<file path="src/rtl/frt_pkg.sv">
package frt_pkg;
  localparam int BYTE_W = 8;
  localparam int CNT_W  = 2 * BYTE_W;
  localparam int NUM_PAIRS = 2;

  localparam logic [7:0] ADR_STAT   = 8'h08;
  localparam logic [7:0] ADR_CTRL   = 8'h09;
  localparam logic [7:0] ADR_TMR_HI = 8'h18;
  localparam logic [7:0] ADR_TMR_LO = 8'h19;
  localparam logic [7:0] ADR_ALT_HI = 8'h1A;
  localparam logic [7:0] ADR_ALT_LO = 8'h1B;

  localparam int FLAG_BIT = 7;
  localparam int IE_BIT   = 5;

  // pair 0 joins the flag protocol, pair 1 is the side-effect-free view
  function automatic logic [7:0] pair_hi_addr(input int idx);
    return (idx == 0) ? ADR_TMR_HI : ADR_ALT_HI;
  endfunction

  function automatic logic [7:0] pair_lo_addr(input int idx);
    return (idx == 0) ? ADR_TMR_LO : ADR_ALT_LO;
  endfunction
endpackage

</file>
<file path="src/rtl/frt_prescaler.sv">
module frt_prescaler #(
  parameter int DIV = 4
) (
  input  logic clk,
  input  logic rst_n,
  output logic tick
);
  localparam int PW = (DIV > 1) ? $clog2(DIV) : 1;
  localparam logic [PW-1:0] LAST = PW'(DIV - 1);

  logic [PW-1:0] phase;

  assign tick = (phase == LAST);

  always_ff @(posedge clk or negedge rst_n) begin
    if (!rst_n)
      phase <= '0;
    else if (tick)
      phase <= '0;
    else
      phase <= phase + 1'b1;
  end

  AST_TICK_SPACED: assert property (@(posedge clk) disable iff (!rst_n)
    tick |=> !tick);
endmodule

</file>
<file path="src/rtl/frt_counter.sv">
module frt_counter #(
  parameter int               CNT_W   = 16,
  parameter logic [CNT_W-1:0] RST_VAL = 16'hFFFC
) (
  input  logic             clk,
  input  logic             rst_n,
  input  logic             tick,
  output logic [CNT_W-1:0] count,
  output logic             wrap
);
  localparam logic [CNT_W-1:0] TOP = '1;

  assign wrap = tick && (count == TOP);

  always_ff @(posedge clk or negedge rst_n) begin
    if (!rst_n)
      count <= RST_VAL;
    else if (tick)
      count <= count + 1'b1;
  end

  AST_CNT_HOLDS: assert property (@(posedge clk) disable iff (!rst_n)
    !tick |=> $stable(count));
  AST_CNT_STEPS: assert property (@(posedge clk) disable iff (!rst_n)
    tick |=> (count == CNT_W'($past(count) + 1'b1)));
endmodule

</file>
<file path="src/rtl/frt_byte_latch.sv">
module frt_byte_latch #(
  parameter int W = 8
) (
  input  logic         clk,
  input  logic         rst_n,
  input  logic         rd_hi,
  input  logic         rd_lo,
  input  logic [W-1:0] live_lo,
  output logic [W-1:0] lo_view
);
  logic         held;
  logic [W-1:0] frozen;

  assign lo_view = held ? frozen : live_lo;

  always_ff @(posedge clk or negedge rst_n) begin
    if (!rst_n) begin
      held   <= 1'b0;
      frozen <= '0;
    end else if (rd_hi) begin
      held   <= 1'b1;
      frozen <= live_lo;
    end else if (rd_lo) begin
      held   <= 1'b0;
    end
  end

  AST_LATCH_FROZEN: assert property (@(posedge clk) disable iff (!rst_n)
    (held && !rd_hi) |=> (frozen == $past(frozen)));
  AST_LATCH_RELEASE: assert property (@(posedge clk) disable iff (!rst_n)
    (rd_lo && !rd_hi) |=> !held);
endmodule

</file>
<file path="src/rtl/frt_ovf_flag.sv">
module frt_ovf_flag (
  input  logic clk,
  input  logic rst_n,
  input  logic wrap,
  input  logic stat_rd,
  input  logic lo_rd,
  output logic flag,
  output logic armed
);
  logic clear_now;

  assign clear_now = lo_rd && armed;

  always_ff @(posedge clk or negedge rst_n) begin
    if (!rst_n) begin
      flag  <= 1'b0;
      armed <= 1'b0;
    end else begin
      if (wrap)
        flag <= 1'b1;
      else if (clear_now)
        flag <= 1'b0;

      if (lo_rd)
        armed <= 1'b0;
      else if (stat_rd && flag)
        armed <= 1'b1;
    end
  end

  AST_WRAP_SETS_FLAG: assert property (@(posedge clk) disable iff (!rst_n)
    wrap |=> flag);
  AST_CLEAR_NEEDS_ARM: assert property (@(posedge clk) disable iff (!rst_n)
    $fell(flag) |-> $past(armed && lo_rd));
endmodule

</file>
<file path="src/rtl/frt_timer.sv">
module frt_timer #(
  parameter int          PRESCALE = 4,
  parameter logic [15:0] RST_VAL  = 16'hFFFC
) (
  input  logic       clk,
  input  logic       rst_n,
  input  logic       rd_en,
  input  logic       wr_en,
  input  logic [7:0] addr,
  input  logic [7:0] wr_data,
  output logic [7:0] rd_data,
  output logic       irq
);
  import frt_pkg::*;

  logic               tick;
  logic [CNT_W-1:0]   count;
  logic               wrap;
  logic               flag;
  logic               armed;
  logic               ovf_ie;
  logic [BYTE_W-1:0]  lo_view [NUM_PAIRS];
  logic [NUM_PAIRS-1:0] rd_hi;
  logic [NUM_PAIRS-1:0] rd_lo;
  logic               stat_rd;

  frt_prescaler #(.DIV(PRESCALE)) u_pre (
    .clk(clk), .rst_n(rst_n), .tick(tick)
  );

  frt_counter #(.CNT_W(CNT_W), .RST_VAL(RST_VAL)) u_cnt (
    .clk(clk), .rst_n(rst_n), .tick(tick), .count(count), .wrap(wrap)
  );

  for (genvar g = 0; g < NUM_PAIRS; g++) begin : g_pair
    assign rd_hi[g] = rd_en && (addr == pair_hi_addr(g));
    assign rd_lo[g] = rd_en && (addr == pair_lo_addr(g));

    frt_byte_latch #(.W(BYTE_W)) u_lat (
      .clk(clk), .rst_n(rst_n),
      .rd_hi(rd_hi[g]), .rd_lo(rd_lo[g]),
      .live_lo(count[BYTE_W-1:0]),
      .lo_view(lo_view[g])
    );
  end

  assign stat_rd = rd_en && (addr == ADR_STAT);

  frt_ovf_flag u_flag (
    .clk(clk), .rst_n(rst_n), .wrap(wrap),
    .stat_rd(stat_rd), .lo_rd(rd_lo[0]),
    .flag(flag), .armed(armed)
  );

  always_ff @(posedge clk or negedge rst_n) begin
    if (!rst_n)
      ovf_ie <= 1'b0;
    else if (wr_en && (addr == ADR_CTRL))
      ovf_ie <= wr_data[IE_BIT];
  end

  assign irq = flag && ovf_ie;

  always_comb begin
    rd_data = '0;
    if (rd_en) begin
      unique case (addr)
        ADR_STAT:   rd_data[FLAG_BIT] = flag;
        ADR_CTRL:   rd_data[IE_BIT]   = ovf_ie;
        ADR_TMR_HI: rd_data = count[CNT_W-1:BYTE_W];
        ADR_TMR_LO: rd_data = lo_view[0];
        ADR_ALT_HI: rd_data = count[CNT_W-1:BYTE_W];
        ADR_ALT_LO: rd_data = lo_view[1];
        default:    rd_data = '0;
      endcase
    end
  end

  AST_ALT_KEEPS_FLAG: assert property (@(posedge clk) disable iff (!rst_n)
    (flag && (rd_hi[1] || rd_lo[1])) |=> flag);
  AST_ALT_KEEPS_ARM: assert property (@(posedge clk) disable iff (!rst_n)
    (armed && (rd_hi[1] || rd_lo[1])) |=> armed);
  AST_IRQ_NEEDS_IE: assert property (@(posedge clk) disable iff (!rst_n)
    irq |-> ovf_ie);
endmodule

</file>
<file path="config.mk">
export PLATFORM = sky130hd
export DESIGN_NAME = frt_timer
export DESIGN_NICKNAME = d
export VERILOG_FILES = /design/src/rtl/frt_pkg.sv /design/src/rtl/frt_prescaler.sv /design/src/rtl/frt_counter.sv /design/src/rtl/frt_byte_latch.sv /design/src/rtl/frt_ovf_flag.sv /design/src/rtl/frt_timer.sv
export SDC_FILE = /design/constraint.sdc
export NUM_CORES = 1
export LEC_CHECK = 0
export ABC_AREA = 1
export ABC_CLOCK_PERIOD_IN_PS = 1690
export BUFFER_PORTS_ARGS = -buffer_cell sky130_fd_sc_hd__buf_2
export CORE_ASPECT_RATIO = 0.8
export CORE_UTILIZATION = 55
export DETAILED_ROUTE_END_ITERATION = 8
export PLACE_DENSITY = 0.76
export RECOVER_POWER = 25
export SYNTH_ARGS = -nofsm -noshare
export SYNTH_HDL_FRONTEND = slang
export SYNTH_HIERARCHICAL = 1
export SYNTH_SLANG_ARGS = --single-unit
</file>
<file path="constraint.sdc">
create_clock -name clk -period 1.69 [get_ports clk]
set_input_delay 0.0845 -clock clk [delete_from_list [all_inputs] [get_ports clk]]
set_output_delay 0.0845 -clock clk [all_outputs]
set_load 0.01 [all_outputs]
</file>
### Word level (Yosys, flattened, before mapping)

Index checks and enable logic that the tools add are counted.

* register bits after elaboration: 39
* input port bits: 20
* output and inout port bits: 9
* word-level logic and storage cells: 50

* $add $sub $neg: 2
* equal/unequal tests: 8
* muxes and demuxes: 16
* reduce and logical (&&, ||, !) cells: 15

Operator list (count)
* $eq 8x5->1 const B: 4
* $mux 8: 3
* $add 16x1->16 const B: 1
* $eq 16x16->1 const B: 1
* $eq 8x4->1 const B: 2
* $pmux 5 s3: 1
* $logic_and 1x1->1: 10
* $mux 1: 8
* $pmux 1 s4: 2
* $reduce_bool 2->1: 4
* $pmux 1 s3: 1
* $add 2x1->2 const B: 1
* $eq 2x2->1 const B: 1
* $mux 2: 1
* $reduce_or 2->1: 1

### Longest topological paths before layout

* depth in word-level cells: 5
* depth in mapped cells: 9
* mapped depth without buffers: 8

### Cells and area by module

Netlist, hierarchy kept.

By module, submodules not included
* frt_counter: instances 1, cells an instance 114, area each 899.6 um2, sequential area each 417.9 um2
* frt_byte_latch: instances 2, cells an instance 64, area each 446.7 um2, sequential area each 225.2 um2
* frt_timer: instances 1, cells an instance 83, area each 465.4 um2, sequential area each 25.0 um2
* frt_ovf_flag: instances 1, cells an instance 9, area each 81.3 um2, sequential area each 50.0 um2
* frt_prescaler: instances 1, cells an instance 4, area each 66.3 um2, sequential area each 50.0 um2

### Least setup slack after synthesis

No wires, ideal clock.

* path kind: register to register
* start: register u_cnt.count[0]
* end: register u_flag.flag
* setup time: 65 ps
* data arrival time: 1197 ps
* required time: 1625 ps
* slack: 428 ps
* stages on the path, launching flop included: 8
* buffers on the path: 0
* clock period less this slack: 1262 ps
* path through: dfrtp_1 > ha_1 > nand3_1 > nor2_4 > nand4_1 > nor2_1 > inv_1 > nand2_1

* word-level cells in the longest chain between the ends: 3
* elaborated cells between the ends (all ways): 4
* those cells by class: 1 x eq/ne; 1 x mux; 2 x reduce/logical

RTL lines
* from (decl): line frt_counter.sv:8 `output logic [CNT_W-1:0] count,`
* from (signal assigned): line frt_counter.sv:19 `count <= count + 1'b1;`
* $eq 16x16->1 (*): line frt_counter.sv:13 `assign wrap = tick && (count == TOP);`
* $logic_and 1x1->1 (*): line frt_counter.sv:13
* named net wrap: line frt_timer.sv:18 `logic wrap;`
* $mux 1 / $reduce_bool 2->1 (equally long branches)
* to (signal assigned): line frt_ovf_flag.sv:16 `flag <= 1'b0;`
* to (signal assigned): line frt_ovf_flag.sv:20 `flag <= 1'b1;`
* to (signal assigned): line frt_ovf_flag.sv:22 `flag <= 1'b0;`
* to (decl): line frt_ovf_flag.sv:7 `output logic flag,`

The timed path passes the listed nets; every way through them passes the cells marked *.
A chain may end at the register's enable or synchronous reset.

==> impl_metrics.py <==
metrics = {
    "route": {
        "wl_per_cell_um": 12.7,
        "ant_nets": 0,
        "vias": 2176,
        "drtPass1Iterations": 4,
        "via_per_inst": 5.12,
        "drcViolationCount": 0,
        "drt_iter0_drc": 182,
        "drt_wl_total_um": 5380,
    },
    "sta": {
        "post-route-period-util_pct": 96.1,
        "clock.fmax_ghz": 0.616,
        "rsz0062_at_grt": "true",
        "tightest_slew_ns": 0.941,
        "finalSetupTns_ns": 0,
        "finalMaxSlewViolations": 0,
        "slew_headroom_pct": 37.3,
        "fin_crit_ns": 1.62,
        "whs_ns": 0.0139,
        "finalHoldViolCount": 0,
        "finalClockSkew_ns": 0.00528,
        "finalSetupViolations": 0,
    },
    "power": {
        "leakage_nw": 1.31,
        "vdd_drop_max_mv": 0.441,
        "power.share.sequential_pct": 48.5,
        "internal_power_mw": 1.58,
        "power.share.clock_pct": 45.9,
        "p_per_area_nw_per_um2": 741,
        "p_sw_share_pct": 21.5,
        "combPwrFrac_pct": 5.7,
        "netSwitchingPower_uw": 431,
    },
    "floorplan": {
        "design.core.area_sq_um": 4180,
        "die_y_um": 61.2,
        "io_pins": 29,
        "die_w_um": 76.0,
        "dieArea_sq_um": 4650,
        "start_util_pct": 57.6,
        "rows": 21,
    },
    "global_route": {
        "first_global_vias": 1911,
        "antenna_found_initial": 0,
        "globalRoute.totalOverflow": 0,
        "grt_usage_pct": 25.3,
        "grt_max_degree": 40,
        "grt_first_pass_wirelength_um": 8980,
    },
    "cts": {
        "tritoncts": "yes",
        "clk_path_buf_depth": 2,
        "cts_root_buf": "clkbuf_8",
        "insertion_delay_ns": 0.29,
        "path_clk_slew_ns": 0.08,
        "cts_sinks": 39,
        "ctsHtreeMaxLevel": 2,
        "cts-buffers-inserted": 5,
    },
    "synthesis": {
        "synth-adder-area-share_pct": 1.04,
        "synth_top_family_by_area": "simple AND/OR/NAND/NOR gates",
        "synth_edf_count": 0,
        "synthTopCellsByArea": "dfrtp_1 26%, nand2_1 23%, dfstp_2 15%, nand3_1 6.0%, inv_1 5.0%",
        "netlist_area_sq_um": 2410,
        "synth_cells": 338,
        "ys_seq_elements": 39,
        "post_synth_num_cell_types": 27,
        "yosys.area_share.simple_pct": 42.6,
        "yosysTopAreaCellShare_pct": 26.0,
        "muxShareOfSynthArea_pct": 0,
        "syn_nets": 360,
        "yosys.area_share.xor_xnor_pct": 2.55,
        "synth.avg_cell_area_sq_um": 7.12,
        "synth_async_sr_flop_share_pct": 100,
        "yosysMostFrequentCell": "nand2_1",
        "ys_seq_area_share_pct": 41.3,
        "synth_common_cells": "149 x nand2_1, 32 x inv_1, 29 x nand3_1, 25 x dfrtp_1, 24 x nor2_1",
        "yosysTopAreaCell": "dfrtp_1",
        "synth-compound-area-share_pct": 2.86,
        "synthFlopType": "dfrtp_1",
        "yosysWarningCount": 6,
    },
    "layout": {
        "drive_gt1_share_pct": 20.4,
        "area.growth.synth_to_final_pct": 12.5,
        "diodes": 0,
        "fillers": 365,
        "nets": 389,
    },
    "run": {
        "drv_cap": 0,
    },
    "worst_setup_path": {
        "startpoint_type": "flop",
        "cp_max_fo": 8,
        "path_class": "flop to primary output",
        "worstPathRequired_ns": 1.61,
        "endpoint_kind": "primary output",
        "critPathArrivalTime_ns": 1.54,
    },
    "placement": {
        "dpl.hpwl_um": 3870,
        "gp_congestion": 0.909,
        "io_buffers": 21,
    },
    "status": {
        "outcome": "finished, final reports clean",
    },
    "hold_path": {
        "holdCritPathClass": "input pin to flop",
    },
}
==> stage by stage <==
stage | setup WS [ns] | instance area (sq um) | utilization [%] | std cells | power (mW)
6_report | 0.0662 | 2710 | 64.8 | 425 | 2.01
5_1_grt | -0.0101 | 2710 | 64.8 | 425 | 2.08
4_1_cts | 0.0228 | 2690 | 64.4 | 423 | 2.02
3_5_place_dp | 0.252 | 2540 | 60.9 | 414 | 1.10
3_3_place_gp | 0.278 | 2540 | 60.9 | 414 | 1.10
2_1_floorplan | 0.428 | 2410 | - | 338 | 1.05
==> worst max-delay path, cell delays in order, from the launching register on <==
cell	delay, ns
dfstp_2	0.63
nand2_1	0.07
nand2_1	0.06
nand3_1	0.08
a31oi_1	0.24
buf_2	0.17
==> sequential cells by signal, indices dropped and copies added (netlist names) <==
register	count
g_pair.u_lat/frozen	16
u_cnt/count	16
g_pair.u_lat/held	2
u_pre/phase	2
ovf_ie	1
u_flag/armed	1
u_flag/flag	1
==> repair_timing <==
item | 4_1_cts | 5_1_grt
hold endpoints to repair | 25 | 0
pin swaps | 0 | 2
gates resized for setup | 1 | 3
endpoints found under the setup margin | 2 | 8
setup buffers | 0 | 2
cloned | 0 | 0
hold buffers | 1 | 0
==> placed cells by master (no fill, tap or decap), drive strengths merged, types with 2 or more instances in the layout <==
master	n
xor2	2
o21ai	3
nand2	154
clkbuf	7
nand3	30
dfrtp	25
dfstp	14
nor2	31
inv	40
xnor2	5
nor3	2
bufinv	2
ha	2
nand4	12
a31oi	6
buf	28
==> power by group through the flow <==
stage	logic (mW)	clock network, mW	registers [mW]
2_1_floorplan	0.0791	0	0.974
3_3_place_gp	0.108	0	0.987
3_5_place_dp	0.112	0	0.987
4_1_cts	0.114	0.938	0.971
5_1_grt	0.130	0.977	0.976
6_report	0.113	0.920	0.972
==> cell families (layout without fill, tap and decap cells) <==
group / count (synthesis) / after routing
and+or+nand+nor: 231 / 231
buffers and inverters: 48 / 78
DFF: 39 / 39
AOI/OAI and AO/OA: 11 / 11
xor gates and xnor gates: 7 / 7
adders and majority gates: 2 / 2
==> layer usage <==
layer / vias up / track usage [%] / part of all wire [%]
met1: 1003 / 33.0 / 46
met3: 13 / 6.07 / 5.4
met5: - / 0 / 0
met2: 52 / 42.5 / 46
li1: 1108 / - / -
met4: 0 / 9.34 / 1.8
==> layout make-up <==
| class | instances | area [sq um] | area share [%] |
|---|---|---|---|
| Clock buffer | 6 | 72.6 | 2.68 |
| Clock inverter | 2 | 60.1 | 2.22 |
| Inverter | 40 | 155 | 5.73 |
| Multi-Input combinational cell | 251 | 1180 | 43.6 |
| Sequential cell | 39 | 996 | 36.8 |
| Tap cell | 57 | 71.3 | 2.63 |
| Timing Repair Buffer | 30 | 173 | 6.38 |
==> path summary, 6_finish.rpt <==
path                                             from                               endpoint  slack (ns)  cells after the start
hold reg to reg              u_pre/phase[0]$_DFF_PN0_               u_pre/phase[0]$_DFF_PN0_        0.44                      1
setup / recovery           u_cnt/count[3]$_DFFE_PN1P_                             rd_data[3]        0.07                      5
min in group asynchronous                       rst_n  g_pair[0].u_lat/frozen[5]$_DFFE_PN0P_        0.54                      3
max in group asynchronous                       rst_n       g_pair[0].u_lat/held$_DFFE_PN0P_        0.51                      3
hold / removal                             wr_data[5]                     ovf_ie$_DFFE_PN0P_        0.01                      3
setup reg to reg           u_cnt/count[1]$_DFFE_PN0P_                u_flag/flag$_DFFE_PN0P_        0.23                      7
(Power assumes the default switching activity.)
